==> src/rtl/irq_ring_pkg.sv <==
package irq_ring_pkg;
  localparam int unsigned LEVELS = 8;
  localparam int unsigned LVL_W  = $clog2(LEVELS);

  // decoded effect of one command word
  typedef struct packed {
    logic end_top;      // clear highest-ranked in-service bit
    logic end_named;    // clear the named in-service bit
    logic rot_to_ended; // bottom of ring moves to the ended top level
    logic bottom_named; // bottom of ring moves to the named level
    logic auto_on;
    logic auto_off;
  } cmd_act_t;
endpackage

==> src/rtl/irq_ring_pick.sv <==
module irq_ring_pick #(
  parameter int unsigned N  = 8,
  parameter int unsigned LW = $clog2(N)
) (
  input  logic [N-1:0]  vec_i,
  input  logic [LW-1:0] bottom_i,
  output logic          found_o,
  output logic [LW-1:0] level_o,
  output logic [LW-1:0] rank_o
);
  // walk the ring from the lowest rank towards the highest; the last hit wins
  always_comb begin
    found_o = 1'b0;
    level_o = '0;
    rank_o  = '0;
    for (int k = N - 1; k >= 0; k--) begin
      logic [LW-1:0] idx;
      idx = bottom_i + LW'(1) + LW'(k);
      if (vec_i[idx]) begin
        found_o = 1'b1;
        level_o = idx;
        rank_o  = LW'(k);
      end
    end
  end

  // a reported winner must be a requesting level
  always_comb begin
    if (found_o) begin
      a_r2_pick_hit: assert (vec_i[level_o]);
    end
  end
endmodule

==> src/rtl/irq_cmd_decode.sv <==
module irq_cmd_decode
  import irq_ring_pkg::*;
(
  input  logic       valid_i,
  input  logic [7:0] byte_i,
  output cmd_act_t   act_o
);
  logic rot, sel, fin;
  assign rot = byte_i[7];
  assign sel = byte_i[6];
  assign fin = byte_i[5];

  always_comb begin
    act_o = '0;
    if (valid_i) begin
      unique case ({rot, sel, fin})
        3'b001: act_o.end_top      = 1'b1;
        3'b011: act_o.end_named    = 1'b1;
        3'b101: begin
          act_o.end_top      = 1'b1;
          act_o.rot_to_ended = 1'b1;
        end
        3'b111: begin
          act_o.end_named    = 1'b1;
          act_o.bottom_named = 1'b1;
        end
        3'b110: act_o.bottom_named = 1'b1;
        3'b100: act_o.auto_on      = 1'b1;
        3'b000: act_o.auto_off     = 1'b1;
        default: act_o = '0; // 010: no action
      endcase
    end
  end
endmodule

==> src/rtl/irq_ring_resolver.sv <==
module irq_ring_resolver
  import irq_ring_pkg::*;
#(
  parameter int unsigned N  = LEVELS,
  parameter int unsigned LW = $clog2(N)
) (
  input  logic          clk,
  input  logic          rst,
  input  logic [N-1:0]  irq_lines,
  input  logic [N-1:0]  mask,
  input  logic          aeoi_mode,
  input  logic          cmd_valid,
  input  logic [7:0]    cmd_byte,
  input  logic          ack,
  output logic          int_req,
  output logic          ack_valid,
  output logic [LW-1:0] ack_level,
  output logic [N-1:0]  in_service,
  output logic [LW-1:0] lowest_level
);
  logic [N-1:0]  pend_q;
  logic [N-1:0]  isr_q;
  logic [LW-1:0] bottom_q;
  logic          autorot_q;

  logic          cand_found, top_found;
  logic [LW-1:0] cand_lvl, cand_rank, top_lvl, top_rank;
  logic [LW-1:0] named_lvl;
  logic          grant_ok, take;
  logic [N-1:0]  isr_clr, isr_set;
  cmd_act_t      act;

  assign named_lvl = cmd_byte[LW-1:0];

  irq_cmd_decode u_dec (
    .valid_i (cmd_valid),
    .byte_i  (cmd_byte),
    .act_o   (act)
  );

  irq_ring_pick #(.N(N), .LW(LW)) u_cand (
    .vec_i    (pend_q & ~mask & ~isr_q),
    .bottom_i (bottom_q),
    .found_o  (cand_found),
    .level_o  (cand_lvl),
    .rank_o   (cand_rank)
  );

  irq_ring_pick #(.N(N), .LW(LW)) u_top (
    .vec_i    (isr_q),
    .bottom_i (bottom_q),
    .found_o  (top_found),
    .level_o  (top_lvl),
    .rank_o   (top_rank)
  );

  assign grant_ok = cand_found && (!top_found || (cand_rank < top_rank));
  assign take     = ack && grant_ok;

  always_comb begin
    isr_clr = '0;
    if (act.end_top && top_found) isr_clr[top_lvl] = 1'b1;
    if (act.end_named)            isr_clr[named_lvl] = 1'b1;
    isr_set = '0;
    if (take && !aeoi_mode)       isr_set[cand_lvl] = 1'b1;
  end

  always_ff @(posedge clk) begin
    if (rst) begin
      pend_q    <= '0;
      isr_q     <= '0;
      bottom_q  <= LW'(N - 1);
      autorot_q <= 1'b0;
      int_req   <= 1'b0;
      ack_valid <= 1'b0;
      ack_level <= '0;
    end else begin
      pend_q    <= irq_lines;
      isr_q     <= (isr_q & ~isr_clr) | isr_set;
      int_req   <= grant_ok && !ack;
      ack_valid <= take;
      if (take) ack_level <= cand_lvl;
      if (act.auto_on)       autorot_q <= 1'b1;
      else if (act.auto_off) autorot_q <= 1'b0;
      if (act.bottom_named)                      bottom_q <= named_lvl;
      else if (act.rot_to_ended && top_found)    bottom_q <= top_lvl;
      else if (take && aeoi_mode && autorot_q)   bottom_q <= cand_lvl;
    end
  end

  assign in_service   = isr_q;
  assign lowest_level = bottom_q;

  // state right after reset
  a_r1_reset_state: assert property (@(posedge clk) disable iff (rst)
    $past(rst) |-> (in_service == '0 && lowest_level == LW'(N - 1) && !int_req && !ack_valid));

  // in normal mode the granted level is marked in service
  a_r2_ack_marks: assert property (@(posedge clk) disable iff (rst)
    (ack_valid && !aeoi_mode) |-> in_service[ack_level]);

  // automatic end of interrupt leaves the level unmarked
  a_r10_aeoi_unmarked: assert property (@(posedge clk) disable iff (rst)
    (ack_valid && aeoi_mode) |-> !in_service[ack_level]);

  // ending with nothing in service changes nothing
  a_r5_empty_end: assert property (@(posedge clk) disable iff (rst)
    (cmd_valid && cmd_byte[7:5] == 3'b001 && in_service == '0 && !ack)
      |=> (in_service == '0 && $stable(lowest_level)));

  // code 010 is inert
  a_r9_inert_code: assert property (@(posedge clk) disable iff (rst)
    (cmd_valid && cmd_byte[7:5] == 3'b010 && !ack)
      |=> ($stable(in_service) && $stable(lowest_level)));
endmodule

==> config.mk <==
export PLATFORM = sky130hd
export DESIGN_NAME = irq_ring_resolver
export DESIGN_NICKNAME = d
export VERILOG_FILES = /design/src/rtl/irq_ring_pkg.sv /design/src/rtl/irq_ring_pick.sv /design/src/rtl/irq_cmd_decode.sv /design/src/rtl/irq_ring_resolver.sv
export SDC_FILE = /design/constraint.sdc
export NUM_CORES = 1
export LEC_CHECK = 0
export BUFFER_PORTS_ARGS = -buffer_cell sky130_fd_sc_hd__buf_2
export CORE_UTILIZATION = 40
export DETAILED_ROUTE_END_ITERATION = 16
export GPL_ROUTABILITY_DRIVEN = 0
export PLACE_DENSITY = 0.65
export SLEW_MARGIN = 25
export SYNTH_ARGS = -nofsm -noshare
export SYNTH_HDL_FRONTEND = slang
export SYNTH_SLANG_ARGS = --single-unit
==> constraint.sdc <==
create_clock -name clk -period 6.6 [get_ports clk]
set_clock_uncertainty 0.2 [all_clocks]
set_input_delay 0.99 -clock clk [delete_from_list [all_inputs] [get_ports clk]]
set_output_delay 0.99 -clock clk [all_outputs]
set_load 0.01 [all_outputs]
# [Word level (Yosys, flattened, before mapping)]
# Cells that the tools add are included.
[classes] mux=101 addsub=8 magnitude_cmp=15 n_eq_ne=6 reduce_logical=21 bitwise_logic=8
[op_table] op="$mux W3" count=35
[op_table] op="$bmux W1 S3" count=16
[op_table] op="$lt A3 B4 Y1 const B" count=11
[op_table] op="$mux W1" count=43
[op_table] op="$and A8 B8 Y8" count=3
[op_table] op="$mux W8" count=3
[op_table] op="$not A8 Y8" count=3
[op_table] op="$or A8 B8 Y8" count=2
[op_table] op="$add A3 B3 Y3 const B" count=4
[op_table] op="$eq A3 B3 Y1 const B" count=4
[op_table] op="$logic_and A1 B1 Y1" count=11
[op_table] op="$demux W1 S3" count=3
[op_table] op="$ge A3 B1 Y1 const B" count=3
[op_table] op="$add A3 B1 Y3 const B" count=2
[op_table] op="$add A3 B2 Y3 const B" count=2
[op_table] op="$mux W6" count=1
[op_table] op="$reduce_or A2 Y1" count=3
[op_table] op="$eq A3 B1 Y1 const B" count=1
[op_table] op="$eq A3 B2 Y1 const B" count=1
[op_table] op="$logic_not A1 Y1" count=3
[op_table] op="$logic_not A3 Y1" count=1
[op_table] op="$lt A3 B3 Y1" count=1
[op_table] op="$reduce_bool A3 Y1" count=1
[op_table] op="$reduce_bool A2 Y1" count=1
[op_table] op="$logic_or A1 B1 Y1" count=1
[word_totals] output_inout_bits=16 word_cells=166 register_bits=25 in_bits=29

# [Logic depth before layout (Yosys ltp)]
[logic_depth] ltp_word=22 depth_mapped=21 mapped_depth_nobuf=14

# [Cells and area by module]
# A second synthesis with hierarchy kept.
[unflattened] cells_unflattened=380 area_unflattened_um2=3323.2
[by_module_without_submodules] mod="irq_ring_pick" seq_area_each_um2=0.0 cells_each=118 n_inst=2 area_each_um2=1019.7
[by_module_without_submodules] mod="irq_ring_resolver" seq_area_each_um2=500.5 cells_each=138 n_inst=1 area_each_um2=1219.9
[by_module_without_submodules] mod="irq_cmd_decode" seq_area_each_um2=0.0 cells_each=6 n_inst=1 area_each_um2=63.8

# [Worst setup path before layout]
# No wires, ideal clock.
[synth_path] path_kind="reg-to-reg" from="register bottom_q[0], in the netlist lowest_level[0]" to="register isr_q[2], in the netlist in_service[2]" setup_ps=74 required_time_ps=6326 stages_incl_launch_ff=18 period_less_slack_ps=4699 setup_slack_ps=1901 t_arrival_ps=4426 path_buffers=4 path_cell_list="dfxtp_1 buf_2 inv_1 clkbuf_1 clkbuf_1 ha_1 buf_6 nor4b_1 nor2_1 mux4_2 nand2b_1 nor2_1 nor3_1 ha_1 a21oi_1 o2111ai_2 or4_4 o22ai_2"
[synth_via] elab_chain_len=22 elab_cells_between_ends=112 cone_classes="add/sub (8); order compare (5); mux (87); bitwise (4); reduce/logical (8)"
[synth_rtl] item="start, declared" line="irq_ring_resolver.sv:23" text="logic [LW-1:0] bottom_q;"
[synth_rtl] item="start signal, assigned" line="irq_ring_resolver.sv:72" text="bottom_q <= LW'(N - 1);"
[synth_rtl] item="start signal, assigned" line="irq_ring_resolver.sv:85" text="if (act.bottom_named) bottom_q <= named_lvl;"
[synth_rtl] item="start signal, assigned" line="irq_ring_resolver.sv:86" text="else if (act.rot_to_ended && top_found) bottom_q <= top_lvl;"
[synth_rtl] item="$add A3 B1 Y3 *" line="irq_ring_pick.sv:18" text="idx = bottom_i + LW'(1) + LW'(k);"
[synth_rtl] item="$add A3 B3 Y3" line="irq_ring_pick.sv:18"
[synth_rtl] item="$bmux W1 S3" line="irq_ring_pick.sv:19" text="if (vec_i[idx]) begin"
[synth_rtl] item="$mux W1 (not written as such)" line="irq_ring_pick.sv:19"
[synth_rtl] item="$mux W3 (8 in series)" line="irq_ring_pick.sv:19"
[synth_rtl] item="$lt A3 B4 Y1 (not written as such) or $ge A3 B1 Y1 (tied branches)" line="irq_ring_resolver.sv:62" text="if (act.end_top && top_found) isr_clr[top_lvl] = 1'b1;"
[synth_rtl] item="$logic_and A1 B1 Y1 (not written as such)" line="irq_ring_resolver.sv:62"
[synth_rtl] item="$mux W1 (not written as such)" line="irq_ring_resolver.sv:62"
[synth_rtl] item="$demux W1 S3" line="irq_ring_resolver.sv:62"
[synth_rtl] item="$mux W8" line="irq_ring_resolver.sv:62"
[synth_rtl] item="$or A8 B8 Y8 (no source line)"
[synth_rtl] item="$mux W8" line="irq_ring_resolver.sv:63" text="if (act.end_named) isr_clr[named_lvl] = 1'b1;"
[synth_rtl] item="$not A8 Y8" line="irq_ring_resolver.sv:79" text="isr_q <= (isr_q & ~isr_clr) | isr_set;"
[synth_rtl] item="$and A8 B8 Y8" line="irq_ring_resolver.sv:79"
[synth_rtl] item="$or A8 B8 Y8 *" line="irq_ring_resolver.sv:79"
[synth_rtl] item="end signal, assigned" line="irq_ring_resolver.sv:79"
[synth_rtl] item="end, declared" line="irq_ring_resolver.sv:22" text="logic [N-1:0] isr_q;"
# Every way passes the cells marked *; elsewhere a longest branch is shown, timed or not. The select of a mux whose other input is x is not followed.
# A chain may end at the register's enable or synchronous reset.

# [Worst setup path after layout]
# Same ends and word-level chain as after synthesis.

==> metrics.txt <==
status=finished clean; Via density=6.52; Post-synth EDFFs=0; Slew @ Worst Pin=roughly 0.95 ns; #FFs+latches synth=25; FF-to-FF path depth=14; Setup WS pre-CTS=1.35 ns; Final Setup Violations=0; most numerous cell on the critical path=nor2_1; number of global-route vias before repair=3109; Rows=33; syn avg cell area=8.49 µm²; DR DRC count=0; Detailed Routing Iterations Pass 1=6; clock slew at reported path FFs=~0.1 ns; worst path arrival time=about 5.3 ns; Chip Height=94.2 µm; FMAX=0.189 GHz; Slew Limit Fails=0; final setup TNS=0 ns; CP Data Required Time=6.62 ns; clock share of power=5.4%; Total Wirelength=a little under 10000 µm; Leak=1.45 nW; Post-synth ARST share=0%; CTS sink cnt=25; Post-Synthesis Cells=400; # port buffers=42; Pwr per Cell Area=507 mW/mm²; sequential share of power=12.3%; final hold violations=0; vias post-DR=3448; global-route wire length before repair=15900 µm; hold crit path type=reg2reg; postcts setup bufs=0; switching power=1.03 mW; Root Driver=clkbuf_8; Hold Crit Depth=2; clk_lat worst skew=approximately 0.28 ns; Post-CTS Hold Fix Bufs=0; largest net degree at the start of global routing=40; cts bufs inserted=3; Congestion Overflow GR=0; WS Path Type=reg2reg; Final Cycle Share=80.3%; io pins=45; Tmin final=roughly 5.3 ns; Post-Syn Nets=433; initial antenna violation count=0; Worst Setup Start Kind=register; worst path cell trace=inv_1, ha_2, buf_4, nor4bb_1, nor2_1, mux4_2, nand2b_1, nor2_1, nor3_1, ha_1, a21oi_1, o2111ai_2, or4_4, o22ai_2; 1st-iter DRT viols=387; Sw Ratio=54.9%; Final HPWL DP=7540 µm; unrepaired setup endpoints after global routing=no; worst hold slack=0.306 ns; Max Cap Viol=0; TritonCTS clock tree=built; DIE AREA=0.00887 mm²; Syn Std Cell Area=between 0.003 and 0.004 mm²; share of layout cells above drive strength 1=a little under a quarter; DRT antenna net count=0; synthesis-to-layout area growth=8.43%; CTS max path bufs=2; sequential area share after synthesis=14.7%; Slowest-stage cell, CP=ha_2; Starting Density=41.3%; P_int=843 µW; DR WL/cell=about 19 µm; Slew headroom=between 30% and 40%; Gate power share=82.3%; R2R setup slack=between 1 and 1.5 ns; Max IR drop VDD=around 210 µV; htree depth=1; Final WS setup=1.30 ns; slowest cell delay on critical path=0.79 ns; GRT Total Usage=23.0%; top_reg_cell synth=dfxtp_1; die width=94.2 µm; post-cts repair resize count=0; # diodes=0; Final nets=458; largest fanout on the critical path=27; Synth cell types=77; Synth Warn #=0; Worst setup EP type=register; core footprint=about 0.0082 mm²
[state kept, by name, summed over array words and instances, names as in the netlist]
register / count
ack_level: 3
ack_valid: 1
autorot_q: 1
in_service: 8
int_req: 1
lowest_level: 3
pend_q: 8
[per-stage QoR]
step	utilization, %	area, µm²	cells	power (mW)
floorplan	-	3400	400	1.43
global placement	44.2	3630	525	1.72
detailed placement	44.2	3630	525	1.74
CTS	44.8	3680	529	1.85
global route	44.8	3680	529	2.00
finish	44.8	3680	529	1.87
[power groups by stage]
stage	registers [mW]	clock network (mW)	logic, mW
after floorplan	0.225	0	1.21
after global placement	0.231	0	1.48
after detailed placement	0.233	0	1.51
after CTS	0.230	0.103	1.52
after global routing	0.235	0.109	1.66
final	0.230	0.101	1.54
[kinds of logic after synthesis]
logic type,Yosys count,synth area share [%]
DFF,25,14.7
muxes,46,21.5
and+or+nand+nor,159,27.3
xor gates and xnor gates,8,3.76
buffers and inverters,37,5.45
AOI/OAI and AO/OA,121,25.8
adders and majority gates,4,1.47
[cells in the mapped netlist, types with 3 or more instances]
cell	instances	share of area, %
nand2_1	37	4.1
nor2_1	32	3.5
dfxtp_1	25	15
a21oi_1	24	3.5
o21ai_0	21	3.1
mux4_2	20	13
mux2i_1	19	5.6
clkbuf_1	12	1.3
nor2b_1	12	2.2
buf_2	10	1.5
nor3b_1	10	2.2
nand3_1	9	1.3
or3b_1	8	2.1
a211oi_1	7	1.5
and2_1	7	1.3
inv_1	7	0.77
nor3_1	7	1.0
mux2_2	6	2.0
o22ai_1	6	1.1
o31ai_1	6	1.3
nand2b_1	5	0.92
o2111ai_1	5	1.3
a21o_1	4	0.88
buf_6	4	1.3
ha_1	4	1.5
nand3b_1	4	0.88
nor4b_1	4	1.0
nor4b_2	4	1.8
nor4bb_1	4	1.2
o311ai_0	4	1.0
a221oi_1	3	0.77
nor4_1	3	0.55
o211ai_1	3	0.66
o21a_1	3	0.66
o221ai_1	3	0.77
xnor2_1	3	0.77
[worst max-delay path, delay by kind of cell (launching register included)]
family / cells / cell delay, ns
buf+inv: 2 / 0.45
fa+ha+maj: 2 / 1.10
simple gates: 6 / 1.81
mux: 1 / 0.54
flops: 1 / 0.35
compound gates: 3 / 0.77
[metal layers]
layer | part of all wire, % | global-route usage (%) | vias up
met4 | 2.7 | 7.95 | 0
met2 | 45 | 36.2 | 157
met5 | 0 | 0 | -
met3 | 6.7 | 3.40 | 20
li1 | - | - | 1620
met1 | 46 | 31.7 | 1651
[layout make-up]
| type | count | area [µm²] |
|---|---|---|
| clock buffers | 3 | 41.3 |
| clock inverters | 1 | 7.51 |
| fillers | 799 | 4530 |
| inverters | 9 | 33.8 |
| multi-input cells | 338 | 2710 |
| flip-flops and latches | 25 | 500 |
| well taps | 105 | 131 |
| repair buffers | 48 | 255 |
[path summary, 6_finish.rpt]
| check | from | endpoint |
|---|---|---|
| worst max-delay path | lowest_level[0] | in_service[2] |
| worst min-delay path | ack_level[0] | ack_level[0] |
| worst max register to register | lowest_level[0] | in_service[2] |
| worst min register to register | ack_level[0] | ack_level[0] |
[cells in the final DEF (no fill, tap or decap), types with 8 or more instances in the layout]
master / n
mux2i_1: 19
buf_2: 42
nor2b_1: 12
nand2_1: 37
a21oi_1: 24
mux4_2: 20
dfxtp_1: 25
or3b_1: 8
nor3b_1: 10
nor2_1: 32
o21ai_0: 21
nand3_1: 9
No activity file was read; power rests on OpenSTA's default activity.
